===== config.mk =====
export PLATFORM = sky130hd
export DESIGN_NAME = gpio_irq_port
export DESIGN_NICKNAME = d
export VERILOG_FILES = /design/src/rtl/gpio_irq_pkg.sv /design/src/rtl/gpio_sync2.sv /design/src/rtl/gpio_cfg_regs.sv /design/src/rtl/gpio_flag_cell.sv /design/src/rtl/gpio_irq_port.sv
export SDC_FILE = /design/constraint.sdc
export NUM_CORES = 1
export LEC_CHECK = 0
export ABC_AREA = 1
export CORE_ASPECT_RATIO = 0.75
export CORE_UTILIZATION = 54
export DETAILED_ROUTE_END_ITERATION = 12
export GPL_TIMING_DRIVEN = 0
export PLACE_DENSITY = 0.8
export REMOVE_ABC_BUFFERS = 1
export SKIP_CTS_REPAIR_TIMING = 1
export SLEW_MARGIN = 40
export SYNTH_ARGS = -nofsm -noshare
export SYNTH_HDL_FRONTEND = slang
export SYNTH_SLANG_ARGS = --single-unit
export TNS_END_PERCENT = 1

===== constraint.sdc =====
create_clock -name clk -period 2.93 [get_ports clk]
set_clock_uncertainty 0.05 [all_clocks]
set_input_delay 0.586 -clock clk [delete_from_list [all_inputs] [get_ports clk]]
set_output_delay 0.586 -clock clk [all_outputs]
set_load 0.02 [all_outputs]

===== src/rtl/gpio_irq_pkg.sv =====
package gpio_irq_pkg;
  localparam int PIN_COUNT = 16;
  localparam int ADDR_W    = 4;

  localparam logic [ADDR_W-1:0] RA_STAT = 4'd0;
  localparam logic [ADDR_W-1:0] RA_RAIS = 4'd1;
  localparam logic [ADDR_W-1:0] RA_LOWR = 4'd2;
  localparam logic [ADDR_W-1:0] RA_DIR  = 4'd3;
  localparam logic [ADDR_W-1:0] RA_INEN = 4'd4;
  localparam logic [ADDR_W-1:0] RA_MSKA = 4'd5;
  localparam logic [ADDR_W-1:0] RA_MSKB = 4'd6;
  localparam logic [ADDR_W-1:0] RA_EDGE = 4'd7;
  localparam logic [ADDR_W-1:0] RA_POL  = 4'd8;
endpackage


===== src/rtl/gpio_sync2.sv =====
module gpio_sync2 #(
  parameter int W = 16
) (
  input  logic         clk,
  input  logic         rst_n,
  input  logic [W-1:0] d_i,
  output logic [W-1:0] q_o
);
  logic [W-1:0] stage1_q;

  always_ff @(posedge clk or negedge rst_n) begin
    if (!rst_n) begin
      stage1_q <= '0;
      q_o      <= '0;
    end else begin
      stage1_q <= d_i;
      q_o      <= stage1_q;
    end
  end
endmodule


===== src/rtl/gpio_cfg_regs.sv =====
module gpio_cfg_regs
  import gpio_irq_pkg::*;
#(
  parameter int N = 16
) (
  input  logic              clk,
  input  logic              rst_n,
  input  logic              wr_en,
  input  logic [ADDR_W-1:0] addr,
  input  logic [N-1:0]      wdata,
  output logic [N-1:0]      dir_o,
  output logic [N-1:0]      inen_o,
  output logic [N-1:0]      mska_o,
  output logic [N-1:0]      mskb_o,
  output logic [N-1:0]      edge_o,
  output logic [N-1:0]      pol_o,
  output logic              stat_we_o,
  output logic              rais_we_o,
  output logic              lowr_we_o
);
  logic dir_en, inen_en, mska_en, mskb_en, edge_en, pol_en;

  always_comb begin
    dir_en    = wr_en && (addr == RA_DIR);
    inen_en   = wr_en && (addr == RA_INEN);
    mska_en   = wr_en && (addr == RA_MSKA);
    mskb_en   = wr_en && (addr == RA_MSKB);
    edge_en   = wr_en && (addr == RA_EDGE);
    pol_en    = wr_en && (addr == RA_POL);
    stat_we_o = wr_en && (addr == RA_STAT);
    rais_we_o = wr_en && (addr == RA_RAIS);
    lowr_we_o = wr_en && (addr == RA_LOWR);
  end

  always_ff @(posedge clk or negedge rst_n) begin
    if (!rst_n) begin
      dir_o  <= '0;
      inen_o <= '0;
      mska_o <= '0;
      mskb_o <= '0;
      edge_o <= '0;
      pol_o  <= '0;
    end else begin
      if (dir_en)  dir_o  <= wdata;
      if (inen_en) inen_o <= wdata;
      if (mska_en) mska_o <= wdata;
      if (mskb_en) mskb_o <= wdata;
      if (edge_en) edge_o <= wdata;
      if (pol_en)  pol_o  <= wdata;
    end
  end

  // a configuration write is held until the next write to it
  assert_cfg_hold_R10: assert property (@(posedge clk) disable iff (!rst_n)
    !dir_en |=> $stable(dir_o));
endmodule


===== src/rtl/gpio_flag_cell.sv =====
module gpio_flag_cell (
  input  logic clk,
  input  logic rst_n,
  input  logic dir_i,
  input  logic inen_i,
  input  logic edge_i,
  input  logic pol_i,
  input  logic pin_sync_i,
  input  logic stat_we_i,
  input  logic stat_bit_i,
  input  logic rais_hit_i,
  input  logic lowr_hit_i,
  output logic flag_o
);
  logic sensed, sensed_q, rise, flag_d;

  always_comb begin
    sensed = inen_i & (pin_sync_i ^ pol_i);
    rise   = sensed & ~sensed_q;
    flag_d = flag_o;
    if (dir_i) begin
      if (stat_we_i)       flag_d = stat_bit_i;
      else if (rais_hit_i) flag_d = 1'b1;
      else if (lowr_hit_i) flag_d = 1'b0;
    end else if (edge_i) begin
      flag_d = rise | (flag_o & ~lowr_hit_i);
    end else begin
      flag_d = sensed;
    end
  end

  always_ff @(posedge clk or negedge rst_n) begin
    if (!rst_n) begin
      flag_o   <= 1'b0;
      sensed_q <= 1'b0;
    end else begin
      flag_o   <= flag_d;
      sensed_q <= sensed;
    end
  end

  // a disabled receiving pin never gains a status bit
  assert_disabled_quiet_R5: assert property (@(posedge clk) disable iff (!rst_n)
    (!dir_i && !inen_i && !flag_o) |=> !flag_o);
  // level mode copies the sensed level one edge later
  assert_level_follow_R6: assert property (@(posedge clk) disable iff (!rst_n)
    (!dir_i && !edge_i) |=> (flag_o == $past(sensed)));
  // a caught edge stays set until cleared
  assert_edge_sticky_R7: assert property (@(posedge clk) disable iff (!rst_n)
    (!dir_i && edge_i && flag_o && !lowr_hit_i) |=> flag_o);
  // a rising edge wins over a simultaneous clear
  assert_rise_wins_R11: assert property (@(posedge clk) disable iff (!rst_n)
    (!dir_i && edge_i && rise) |=> flag_o);
endmodule


===== src/rtl/gpio_irq_port.sv =====
module gpio_irq_port
  import gpio_irq_pkg::*;
#(
  parameter int N_PINS = PIN_COUNT
) (
  input  logic              clk,
  input  logic              rst_n,
  input  logic              wr_en,
  input  logic [ADDR_W-1:0] addr,
  input  logic [N_PINS-1:0] wdata,
  output logic [N_PINS-1:0] rdata,
  input  logic [N_PINS-1:0] pin_in,
  output logic [N_PINS-1:0] pin_out,
  output logic [N_PINS-1:0] pin_oe,
  output logic              irq_a,
  output logic              irq_b
);
  logic [N_PINS-1:0] dir_q, inen_q, mska_q, mskb_q, edge_q, pol_q;
  logic [N_PINS-1:0] pin_sync, flags;
  logic              stat_we, rais_we, lowr_we;

  gpio_sync2 #(.W(N_PINS)) u_sync (
    .clk(clk), .rst_n(rst_n), .d_i(pin_in), .q_o(pin_sync)
  );

  gpio_cfg_regs #(.N(N_PINS)) u_cfg (
    .clk(clk), .rst_n(rst_n), .wr_en(wr_en), .addr(addr), .wdata(wdata),
    .dir_o(dir_q), .inen_o(inen_q), .mska_o(mska_q), .mskb_o(mskb_q),
    .edge_o(edge_q), .pol_o(pol_q),
    .stat_we_o(stat_we), .rais_we_o(rais_we), .lowr_we_o(lowr_we)
  );

  for (genvar i = 0; i < N_PINS; i++) begin : g_pin
    gpio_flag_cell u_cell (
      .clk(clk), .rst_n(rst_n),
      .dir_i(dir_q[i]), .inen_i(inen_q[i]), .edge_i(edge_q[i]), .pol_i(pol_q[i]),
      .pin_sync_i(pin_sync[i]),
      .stat_we_i(stat_we), .stat_bit_i(wdata[i]),
      .rais_hit_i(rais_we & wdata[i]), .lowr_hit_i(lowr_we & wdata[i]),
      .flag_o(flags[i])
    );
  end

  assign pin_out = flags;
  assign pin_oe  = dir_q;
  assign irq_a   = |(flags & mska_q);
  assign irq_b   = |(flags & mskb_q);

  always_comb begin
    case (addr)
      RA_STAT: rdata = flags;
      RA_DIR:  rdata = dir_q;
      RA_INEN: rdata = inen_q;
      RA_MSKA: rdata = mska_q;
      RA_MSKB: rdata = mskb_q;
      RA_EDGE: rdata = edge_q;
      RA_POL:  rdata = pol_q;
      default: rdata = '0;
    endcase
  end

  // a raise write sets every driven pin it names
  assert_raise_R3: assert property (@(posedge clk) disable iff (!rst_n)
    (wr_en && addr == RA_RAIS) |=>
      ((pin_out & $past(wdata & dir_q)) == $past(wdata & dir_q)));
  // a lower write clears every driven pin it names
  assert_lower_R3: assert property (@(posedge clk) disable iff (!rst_n)
    (wr_en && addr == RA_LOWR) |=> ((pin_out & $past(wdata & dir_q)) == '0));
  // a status write cannot touch receiving pins held disabled
  assert_stat_write_R4: assert property (@(posedge clk) disable iff (!rst_n)
    (wr_en && addr == RA_STAT && edge_q == '1 && flags == '0 && inen_q == '0)
      |=> ((flags & ~$past(dir_q)) == '0));
  // no request without a masked status bit
  assert_irq_quiet_R9: assert property (@(posedge clk) disable iff (!rst_n)
    (flags == '0) |-> (!irq_a && !irq_b));
endmodule


==> load_flow_metrics.sql <==
INSERT INTO impl_metrics (metric_group, metric, value, unit) VALUES
('timing', 'final_period_minus_worst_setup_slack', '2.703', 'ns'),
('grt', 'global_route_wire_length_before_repair', '34920', 'microns'),
('clock_tree', 'clock_tree.buffer_depth', '2', ''),
('place', 'post-place-ws', '-1.224', 'ns'),
('worst_setup_path', 'timing.critical_path.to_type', 'primary output', ''),
('worst_setup_path', 'combined_buffer_and_inverter_count_along_the_critical_path', '4', ''),
('grt', 'grt_usage', '30.68', '%'),
('status', 'status', 'complete, but fails checks', ''),
('synthesis', 'netlist_area', '7974', 'sq um'),
('pwr', 'switching_share', '33.16', '%'),
('status', 'violations', 'hold timing', ''),
('clock_tree', 'tritoncts.num_buffers', '17', ''),
('die', 'effective_utilization_at_floorplan', '55.17', '%'),
('clock_tree', 'clkTransAtPathRegs', '0.06', 'ns'),
('die', 'core-area', '14450', 'sq um'),
('timing', 'tightestPinTransition', '0.8086', 'ns'),
('detailed_routing', 'remaining_number_of_nets_flagged_by_the_antenna_check_after_routing', '0', ''),
('worst_setup_path', 'critical_path.top_delay_family', 'buffers and inverters', ''),
('synthesis', 'synth.area.top_cells', 'dfrtp_1 (50%), nand2_1 (19%), o21ai_0 (8.1%)', ''),
('die', 'fp.dieH', '107.2', 'microns'),
('timing', 'final-max-slew-violation-count', '0', ''),
('grt', 'antenna_found_initial', '0', ''),
('layout', 'area_growth_syn_to_layout', '21.70', '%'),
('synthesis', 'netlist.area_leader.share', '50.21', '%'),
('detailed_routing', 'drc_errors', '0', ''),
('worst_setup_path', 'worst_path_most_repeated_cell', 'nand2_1', ''),
('pwr', 'power.clock.fraction', '32.3', '%'),
('pwr', 'fraction_of_power_consumed_by_sequential_logic', '42.5', '%'),
('place', 'place.gp.congestion', '0.8537', ''),
('timing', 'max_freq', '0.3699', 'GHz'),
('layout', 'drive_gt1_share', '7.087', '%'),
('clock_tree', 'cts_htree_levels', '4', ''),
('synthesis', 'synth_fa_ha_area_share', '0', '%'),
('worst_setup_path', 'worst-r2r-setup-slack', '1.84', 'ns'),
('place', 'port_buffers', '88', ''),
('grt', 'grt_start_max_net_pins', '59', ''),
('pwr', 'switchingPower', '0.002430', 'W'),
('layout', 'ff_latch_area', '4004', 'sq um'),
('pwr', 'power.density', '755.0', 'nW/um^2'),
('detailed_routing', 'detail_route.first_pass.iterations', '6', ''),
('run', 'drv.max_cap_violation_count', '0', ''),
('detailed_routing', 'vias_post_dr', '7381', ''),
('synthesis', 'synth.yosys.warnings', '0', ''),
('detailed_routing', 'routed_wirelength', '21920', 'microns'),
('die', 'design.die.area', '15260', 'sq um'),
('pwr', 'internal_power_of_the_cells', '0.004897', 'W'),
('worst_setup_path', 'worstPathMaxFanout', '16', ''),
('timing', 'final.hold.worst_slack', '-0.001353', 'ns'),
('detailed_routing', 'detailedRoute.firstIterationViolations', '693', ''),
('layout', 'stdcell_area', '9704', 'sq um'),
('timing', 'rel_slew_slack', '45.89', '%'),
('timing', 'final.setup.worst_slack', '0.2269', 'ns'),
('worst_setup_path', 'worstSetupStartpointType', 'primary input', ''),
('clock_tree', 'cts_root_buffer', 'clkbuf_16', ''),
('worst_setup_path', 'crit_required', '2.29', 'ns'),
('layout', 'insertedDiodeCount', '0', ''),
('worst_setup_path', 'timing.critical_path.arrival', '2.07', 'ns'),
('pwr', 'leakagePower', '5.169', 'nW'),
('synthesis', 'synth_xor_xnor_area_share', '0', '%'),
('synthesis', 'synth_cells', '1071', ''),
('layout', 'multi_input_comb_area', '3079', 'sq um'),
('worst_setup_path', 'critical-path-max-stage-delay', '0.28', 'ns'),
('timing', 'setup_viol_count_final', '0', ''),
('hold_path', 'worst_hold_path_type', 'in2async', ''),
('layout', 'final_nets', '1170', ''),
('timing', 'hold_violations', '2', ''),
('clock_tree', 'clkLatencyLatePin', '0.43', 'ns'),
('worst_setup_path', 'crit_path_top_delay_cell', 'dlymetal6s2s_1', ''),
('synthesis', 'register_bit_total_from_synthesis', '160', ''),
('worst_setup_path', 'worstSetupPathType', 'in2out', ''),
('place', 'hpwlAfterDp', '13750', 'microns');
-- worst register-to-register path: stages, from the launching register on --
cell and delay, ns:
dfrtp_1 0.39, inv_1 0.09, nand2_1 0.07, nand4_1 0.07, nand2_1 0.06, inv_1 0.06, nand2_1 0.05, nand2_1 0.07
nand2_1 0.06
-- area by class of cell --
type	count	area share [%]
sequential	160	41.26
multi-input combinational	683	31.73
timing repair buffer	107	11.63
inverter	162	6.331
clock buffer	21	4.848
tap	200	2.579
clock inverter	10	1.625
-- per-stage QoR --
| step | TNS (ns) | instances | total power (W) |
|---|---|---|---|
| detailed placement | -30.73 | 1296 | 0.004914 |
| global placement | -974.70 | 1293 | 0.004843 |
| finish | 0 | 1343 | 0.007327 |
| CTS | -24.31 | 1327 | 0.007288 |
| global route | 0 | 1343 | 0.007707 |
| floorplan | -3.155 | 1005 | 0.004062 |
-- power groups by stage --
stage | combinational (W) | sequential (W) | clock, W
CTS | 0.00182 | 0.00309 | 0.00238
global placement | 0.00173 | 0.00311 | 0
global route | 0.00206 | 0.00316 | 0.00248
finish | 0.00185 | 0.00311 | 0.00237
detailed placement | 0.00179 | 0.00312 | 0
floorplan | 0.000896 | 0.00317 | 0
-- registers in the layout, indices dropped and copies added (netlist names) --
register,flops
g_pin.u_cell.sensed_q,16
u_cfg.inen_o,16
u_cfg.mska_o,16
u_sync.q_o,16
u_cfg.dir_o,16
u_cfg.edge_o,16
u_sync.stage1_q,16
g_pin.u_cell.flag_o,16
u_cfg.mskb_o,16
u_cfg.pol_o,16
-- metal layers --
layer	vias up	global-route usage (%)	wire [microns]
met1	3462	43.48	9317
li1	3451	-	-
met2	410	44.82	9712
met3	58	8.263	2290
met5	-	0	0
met4	0	11.90	599
-- cell families (layout without fill, tap and decap cells) --
| kind of cell | Yosys count | count (layout) |
|---|---|---|
| DFF | 160 | 160 |
| and+or+nand+nor | 531 | 531 |
| buffers and inverters | 228 | 300 |
| AOI/OAI and AO/OA | 152 | 152 |
-- synth_stat cells, drive strengths merged --
library cell	n
nand2	394
clkbuf	13
inv	162
o21ai	133
a21oi	3
o211ai	1
dfrtp	160
nand4	49
nand3	29
buf	53
o22ai	15
nor3	4
nand3b	1
nor2	54
-- final timing paths --
| kind | startpoint | end | cells after the start |
|---|---|---|---|
| min | rst_n | u_cfg.dir_o[13] | 1 |
| max in group asynchronous | rst_n | u_cfg.dir_o[12] | 3 |
| min reg2reg | u_sync.stage1_q[14] | u_sync.q_o[14] | 0 |
| min in group clk | u_sync.stage1_q[14] | u_sync.q_o[14] | 0 |
| max reg2reg | u_cfg.pol_o[1] | g_pin[1].u_cell.flag_o | 8 |
| max | addr[1] | rdata[15] | 10 |
Note: power is estimated with default switching activity, not from simulation.
